**src/rtl/cdiv_pkg.sv**
```systemverilog
package cdiv_pkg;
  // Bit position where the integer part of the divisor starts
  localparam int ANCHOR_BIT = 12;
endpackage

```
**src/rtl/cdiv_src_pick.sv**
```systemverilog
module cdiv_src_pick #(
  parameter int NUM_SRC = 10,
  parameter int SEL_W   = 4
) (
  input  logic [NUM_SRC-1:0] src_tick,
  input  logic [SEL_W-1:0]   sel,
  output logic               picked
);
  // Index 0 is ground; its input bit is never routed
  logic unused_gnd;
  assign unused_gnd = src_tick[0];

  always_comb begin
    picked = 1'b0;
    for (int k = 1; k < NUM_SRC; k++) begin
      if (sel == SEL_W'(k)) picked = src_tick[k];
    end
  end
endmodule

```
**src/rtl/cdiv_shadow.sv**
```systemverilog
module cdiv_shadow #(
  parameter int SEL_W     = 4,
  parameter int INT_BITS  = 4,
  parameter int FRAC_BITS = 4,
  parameter int DIV_REG_W = 32,
  parameter int ANCHOR    = 12
) (
  input  logic                 clk,
  input  logic                 rst,
  input  logic                 cfg_enable,
  input  logic [SEL_W-1:0]     cfg_src,
  input  logic [DIV_REG_W-1:0] cfg_div,
  input  logic                 reload,
  output logic [SEL_W-1:0]     act_src,
  output logic [((INT_BITS+FRAC_BITS)==0 ? 1 : INT_BITS+FRAC_BITS)-1:0] act_div,
  output logic                 busy
);
  localparam int W   = INT_BITS + FRAC_BITS;
  localparam int DW  = (W == 0) ? 1 : W;
  localparam int LSB = ANCHOR - FRAC_BITS;

  logic [DW-1:0] new_div;
  logic          unused_div;
  assign unused_div = ^cfg_div;

  generate
    if (W == 0) begin : g_nodiv
      assign new_div = '0;
    end else begin : g_field
      assign new_div = cfg_div[LSB +: DW];
    end
  endgenerate

  always_ff @(posedge clk) begin
    if (rst) begin
      act_src <= '0;
      act_div <= '0;
      busy    <= 1'b0;
    end else begin
      busy <= cfg_enable;
      if (!cfg_enable || reload) begin
        act_src <= cfg_src;
        act_div <= new_div;
      end
    end
  end


  busy_on_chk: assert property (@(posedge clk) disable iff (rst)
    cfg_enable |=> busy);

  busy_off_chk: assert property (@(posedge clk) disable iff (rst)
    !cfg_enable |=> !busy);

  settings_hold_chk: assert property (@(posedge clk) disable iff (rst)
    (cfg_enable && !reload) |=> ($stable(act_div) && $stable(act_src)));
endmodule

```
**src/rtl/cdiv_frac_acc.sv**
```systemverilog
module cdiv_frac_acc #(
  parameter int INT_BITS  = 4,
  parameter int FRAC_BITS = 4
) (
  input  logic clk,
  input  logic rst,
  input  logic enable,
  input  logic in_tick,
  input  logic [((INT_BITS+FRAC_BITS)==0 ? 1 : INT_BITS+FRAC_BITS)-1:0] div,
  output logic fire,
  output logic tick_out
);
  localparam int W  = INT_BITS + FRAC_BITS;
  localparam int DW = (W == 0) ? 1 : W;

  generate
    if (W == 0) begin : g_bypass
      logic unused_div;
      assign unused_div = ^div;
      assign fire = enable & in_tick;
      always_ff @(posedge clk) begin
        if (rst) tick_out <= 1'b0;
        else     tick_out <= fire;
      end
    end else begin : g_accum
      localparam logic [DW:0] ONE = (DW+1)'(1) << FRAC_BITS;
      logic [DW-1:0] acc;
      logic [DW:0]   sum, rem, div_x;
      logic          div_ok;

      assign div_x  = {1'b0, div};
      assign div_ok = (div != '0);
      assign sum    = {1'b0, acc} + ONE;
      assign rem    = sum - div_x;
      assign fire   = enable & in_tick & div_ok & (sum >= div_x);

      always_ff @(posedge clk) begin
        if (rst) begin
          acc      <= '0;
          tick_out <= 1'b0;
        end else if (!enable) begin
          acc      <= '0;
          tick_out <= 1'b0;
        end else begin
          tick_out <= fire;
          if (in_tick && div_ok) begin
            if (fire) acc <= (rem >= div_x) ? '0 : rem[DW-1:0];
            else      acc <= sum[DW-1:0];
          end
        end
      end


      zero_div_chk: assert property (@(posedge clk) disable iff (rst)
        (div == '0) |=> !tick_out);

      pulse_cause_chk: assert property (@(posedge clk) disable iff (rst)
        tick_out |-> $past(in_tick));
    end
  endgenerate
endmodule

```
**src/rtl/frac_clk_div.sv**
```systemverilog
module frac_clk_div
  import cdiv_pkg::*;
#(
  parameter int NUM_SRC   = 10,
  parameter int SEL_W     = 4,
  parameter int INT_BITS  = 4,
  parameter int FRAC_BITS = 4,
  parameter int DIV_REG_W = 32
) (
  input  logic                 clk,
  input  logic                 rst,
  input  logic                 cfg_enable,
  input  logic [SEL_W-1:0]     cfg_src,
  input  logic [DIV_REG_W-1:0] cfg_div,
  input  logic [NUM_SRC-1:0]   src_tick,
  output logic                 busy,
  output logic                 tick_out
);
  localparam int W  = INT_BITS + FRAC_BITS;
  localparam int DW = (W == 0) ? 1 : W;

  logic [SEL_W-1:0] act_src;
  logic [DW-1:0]    act_div;
  logic             picked;
  logic             fire;

  cdiv_shadow #(
    .SEL_W(SEL_W), .INT_BITS(INT_BITS), .FRAC_BITS(FRAC_BITS),
    .DIV_REG_W(DIV_REG_W), .ANCHOR(ANCHOR_BIT)
  ) u_shadow (
    .clk(clk), .rst(rst), .cfg_enable(cfg_enable), .cfg_src(cfg_src),
    .cfg_div(cfg_div), .reload(fire), .act_src(act_src),
    .act_div(act_div), .busy(busy)
  );

  cdiv_src_pick #(.NUM_SRC(NUM_SRC), .SEL_W(SEL_W)) u_pick (
    .src_tick(src_tick), .sel(act_src), .picked(picked)
  );

  cdiv_frac_acc #(.INT_BITS(INT_BITS), .FRAC_BITS(FRAC_BITS)) u_acc (
    .clk(clk), .rst(rst), .enable(cfg_enable), .in_tick(picked),
    .div(act_div), .fire(fire), .tick_out(tick_out)
  );


  stop_when_off_chk: assert property (@(posedge clk) disable iff (rst)
    !cfg_enable |=> !tick_out);

  ground_src_chk: assert property (@(posedge clk) disable iff (rst)
    ((act_src == '0) || (int'(act_src) >= NUM_SRC)) |=> !tick_out);
endmodule

```
**config.mk**
```make
export PLATFORM = sky130hd
export DESIGN_NAME = frac_clk_div
export DESIGN_NICKNAME = d
export VERILOG_FILES = /design/src/rtl/cdiv_pkg.sv /design/src/rtl/cdiv_src_pick.sv /design/src/rtl/cdiv_shadow.sv /design/src/rtl/cdiv_frac_acc.sv /design/src/rtl/frac_clk_div.sv
export SDC_FILE = /design/constraint.sdc
export NUM_CORES = 1
export LEC_CHECK = 0
export BUFFER_PORTS_ARGS = -buffer_cell sky130_fd_sc_hd__buf_2
export CAP_MARGIN = 0
export CORE_UTILIZATION = 46
export CTS_BUF_LIST = sky130_fd_sc_hd__clkbuf_8
export DETAILED_ROUTE_END_ITERATION = 16
export PLACE_DENSITY = 0.87
export RECOVER_POWER = 25
export SLEW_MARGIN = 20
export SYNTH_ARGS = -nofsm -noshare
export SYNTH_HDL_FRONTEND = slang
export SYNTH_SLANG_ARGS = --single-unit
export TNS_END_PERCENT = 1
```
**constraint.sdc**
```tcl
create_clock -name clk -period 2.95 [get_ports clk]
set_input_delay 0.1475 -clock clk [delete_from_list [all_inputs] [get_ports clk]]
set_output_delay 0.1475 -clock clk [all_outputs]
set_load 0.02 [all_outputs]
```
==> impl_results.md <==
* Synth warn at 0
* R2r setup slk at -0.12 ns
* Clock sink total at 22
* Initial antenna violation count at 0
* Reg2reg start: u_acc.g_accum.acc[0]
* Failing checks: setup timing
* Max transition margin at a little under three fifths
* Top_reg_cell synth: dfxtp_1
* DRC at 0
* Antenna Nets Post-Route at 0
* Post-synthesis cell type count at between 40 and 50
* Initial DRC Count at 42
* Power per Cell Area at 410 nW/µm²
* DP HPWL at between 3 and 4 mm
* Synth Cell Area at about 1800 µm²
* Chip Width at ~64 µm
* First-pass GRT wire length at between 7 and 8 mm
* Syn nets at about 270
* Register area share after synthesis at ~25%
* CORE AREA at approximately 3700 µm²
* Minimum clock period at between 3 and 4 ns
* Max-cap violations at 0
* Avg Vias per Cell at 5.63
* DR pass1 iterations at 4
* Critical Path AT at approximately 3.3 ns
* Met2 Use GR at between 40% and 50%
* Crit Path Category: flip-flop to flip-flop
* Final core occ at about two thirds
* Clk_lat worst skew at ~0.25 ns
* Status: finished, violations left
* Total CTS buffers at 3
* Num rows at 22
* Slew @ Worst Pin at about 0.65 ns
* Fin. max-slew vios at 0
* WHS Path Cells at 3
* IO buf count at 25
* Crit end category: flip-flop
* Share of flip-flops with an asynchronous set or reset at 0%
* Cells after Synth at just under 200
* CTS tree: built
* Fmax at approximately 330 MHz
* Worst Skew at 0.00115 ns
* Routability cong. at 0.868
* Drt wl/cell at ~16 µm
* CTS max path bufs at 2
* Vias in the first global route at between 1500 and 2000
* # nets final at 327
* Die height at about 64 µm
* Hold-fix buffers, CTS at 0
* H-tree depth at 1
* Clock Tree Root: clkbuf_8
* Top cells by area, synth: dfxtp_1, ha_1, nand2b_1
* Die ar. at slightly above 4000 µm²
* Crit path from: u_acc.g_accum.acc[0]
* RR Endpoint: u_acc.g_accum.acc[4]
* Number of synthesized register bits at 22
* Worst hold start: cfg_div[9]
* Hold Path Class: primary input to flip-flop
* Maximum resistive drop on vdd at 0.000313 V
* EDFF count, synth at 0
* Largest net degree at the start of global routing at 32
* Share of the synthesized area in the top cell type at about 25%
* Area grow syn2layout at 38.1%
* Via Count at 1724
* Io pins at 51
* GR peak layer: met2
* Final wirelength at just under 5 mm
* Worst-path clk slew at 0.07 ns
* Critical Path RT at 3.13 ns
* Final Cycle Share at 104%
* Overall global routing resource usage at between 20% and 30%
* M1 GR Usage at 24.6%
* RSZ-0062 raised after global routing: true
* Worst setup margin at -0.119 ns
* TNS Setup at -0.561 ns
* Pleak at ~1.0 nW
* Max FO, Critical Path at 6
* Startpoint types: flip-flop
* ANT cells at 0
* Crit path to: u_acc.g_accum.acc[4]
* Starting density of the core at 48.1%
* Hold Fails Final Rpt at 0
* Grt total ovfl at 0
* Mean area per synthesized cell at 8.96 µm²
* Layout cells sized above 1 at about two fifths
* Worst r2r path cells at 16
* Endpoints failing setup at 7
* Synth area leader: dfxtp_1
* GRT met3 Usage at 1.79%
critical path: stages, from the launching register on:
cell	delay, ns
dfxtp_1	0.32
inv_1	0.06
ha_2	0.17
inv_1	0.05
fa_2	0.36
a21o_1	0.18
a21oi_2	0.18
xnor2_2	0.15
ha_1	0.28
a21o_1	0.18
a21oi_2	0.13
o21ai_2	0.07
a2111oi_4	0.30
buf_4	0.22
buf_4	0.13
nand3_1	0.08
a21oi_1	0.13
synth_stat cells (all sizes together), types with 2 or more instances:
| cell type | instances |
|---|---|
| xnor2 | 5 |
| nand3 | 11 |
| inv | 16 |
| a31oi | 4 |
| nor2b | 5 |
| nor3 | 3 |
| nand3b | 6 |
| xor2 | 2 |
| clkbuf | 3 |
| nand2b | 25 |
| mux2i | 13 |
| o21a | 4 |
| ha | 17 |
| dfxtp | 22 |
| nor2 | 4 |
| a21o | 3 |
| nand4 | 2 |
| o21ai | 4 |
| a21boi | 2 |
| o311ai | 3 |
| nor4 | 2 |
| o31a | 3 |
| a21oi | 12 |
| buf | 2 |
| nand2 | 6 |
per-layer routing:
metal  wire length (µm)  part of all wire, %
met2               2560                   53
met5                  0                    0
met4                164                  3.4
met1               1940                   40
met3                159                  3.3
registers in the layout, indices dropped and copies added (netlist names):
register and cells:
u_shadow.act_src 4, u_acc.g_accum.acc 8, u_acc.tick_out 1, u_shadow.busy 1, u_shadow.act_div 8
worst min path at each step:
stage	end	slack (ns)
6_report	u_shadow.act_div[1]	0.13
5_1_grt	u_shadow.act_div[1]	0.15
4_1_cts	u_shadow.act_div[1]	0.13
3_5_place_dp	u_shadow.act_div[1]	0.41
3_3_place_gp	u_shadow.act_div[6]	0.40
2_1_floorplan	u_shadow.act_div[1]	0.30
power breakdown:
group,switching (mW),leakage [nW],total (mW),internal (mW)
sequential,0.0139,0.182,0.326,0.312
combinational,0.246,0.845,0.501,0.254
clock,0.0869,0.0216,0.178,0.0909
cells by family after synthesis:
group           after synthesis  share of synthesized area (%)
mux                          14                           8.82
buf+inv                      21                           5.29
flops                        22                           24.8
fa+ha+maj                    18                           13.1
simple gates                 70                           23.7
compound gates               46                           20.8
xor+xnor                      7                           3.46
area by class of cell:
cell class                      instances  area (µm²)
Timing Repair Buffer                   62         407
Inverter                               16        60.1
Fill cell                             291        1240
Multi-Input combinational cell        155        1440
Sequential cell                        22         447
Clock buffer                            3        41.3
Tap cell                               48        60.1
layout by cell type, fill, tap and decap left out, types with 3 or more instances in the layout:
| cell | Yosys | layout |
|---|---|---|
| mux2i_1 | 13 | 13 |
| inv_1 | 16 | 13 |
| a21oi_1 | 12 | 10 |
| dfxtp_1 | 22 | 17 |
| inv_2 | 0 | 3 |
| ha_1 | 17 | 9 |
| nand3_1 | 11 | 11 |
| ha_4 | 0 | 7 |
| buf_4 | 0 | 36 |
| o31a_1 | 3 | 3 |
| nand3b_1 | 6 | 6 |
| clkbuf_8 | 0 | 3 |
| nand2_1 | 6 | 4 |
| dfxtp_2 | 0 | 5 |
| nor3_1 | 3 | 3 |
| nor2_1 | 4 | 3 |
| nand2b_1 | 25 | 25 |
| buf_2 | 0 | 25 |
| nor2b_1 | 4 | 3 |
| o21a_1 | 4 | 4 |
| xnor2_2 | 0 | 3 |
| a21o_1 | 3 | 3 |
through the flow:
stage | total power [mW] | instances | area, µm² | setup WS [ns] | hold slack, ns
2_1_floorplan | 0.580 | 198 | 1790 | 0.0158 | 0.300
3_3_place_gp | 0.693 | 297 | 2180 | -0.0998 | 0.405
3_5_place_dp | 0.712 | 297 | 2180 | -0.173 | 0.410
4_1_cts | 0.917 | 301 | 2270 | -0.0908 | 0.127
5_1_grt | 1.05 | 306 | 2450 | -0.232 | 0.149
6_report | 1.00 | 306 | 2450 | -0.119 | 0.132
repair_timing:
action                                  4_1_cts  5_1_grt
pin swaps                                     9       12
endpoints found under the setup margin        8        8
setup buffers                                 1        5
resized for setup                            15       22
Power figures use the tool's default switching activity.
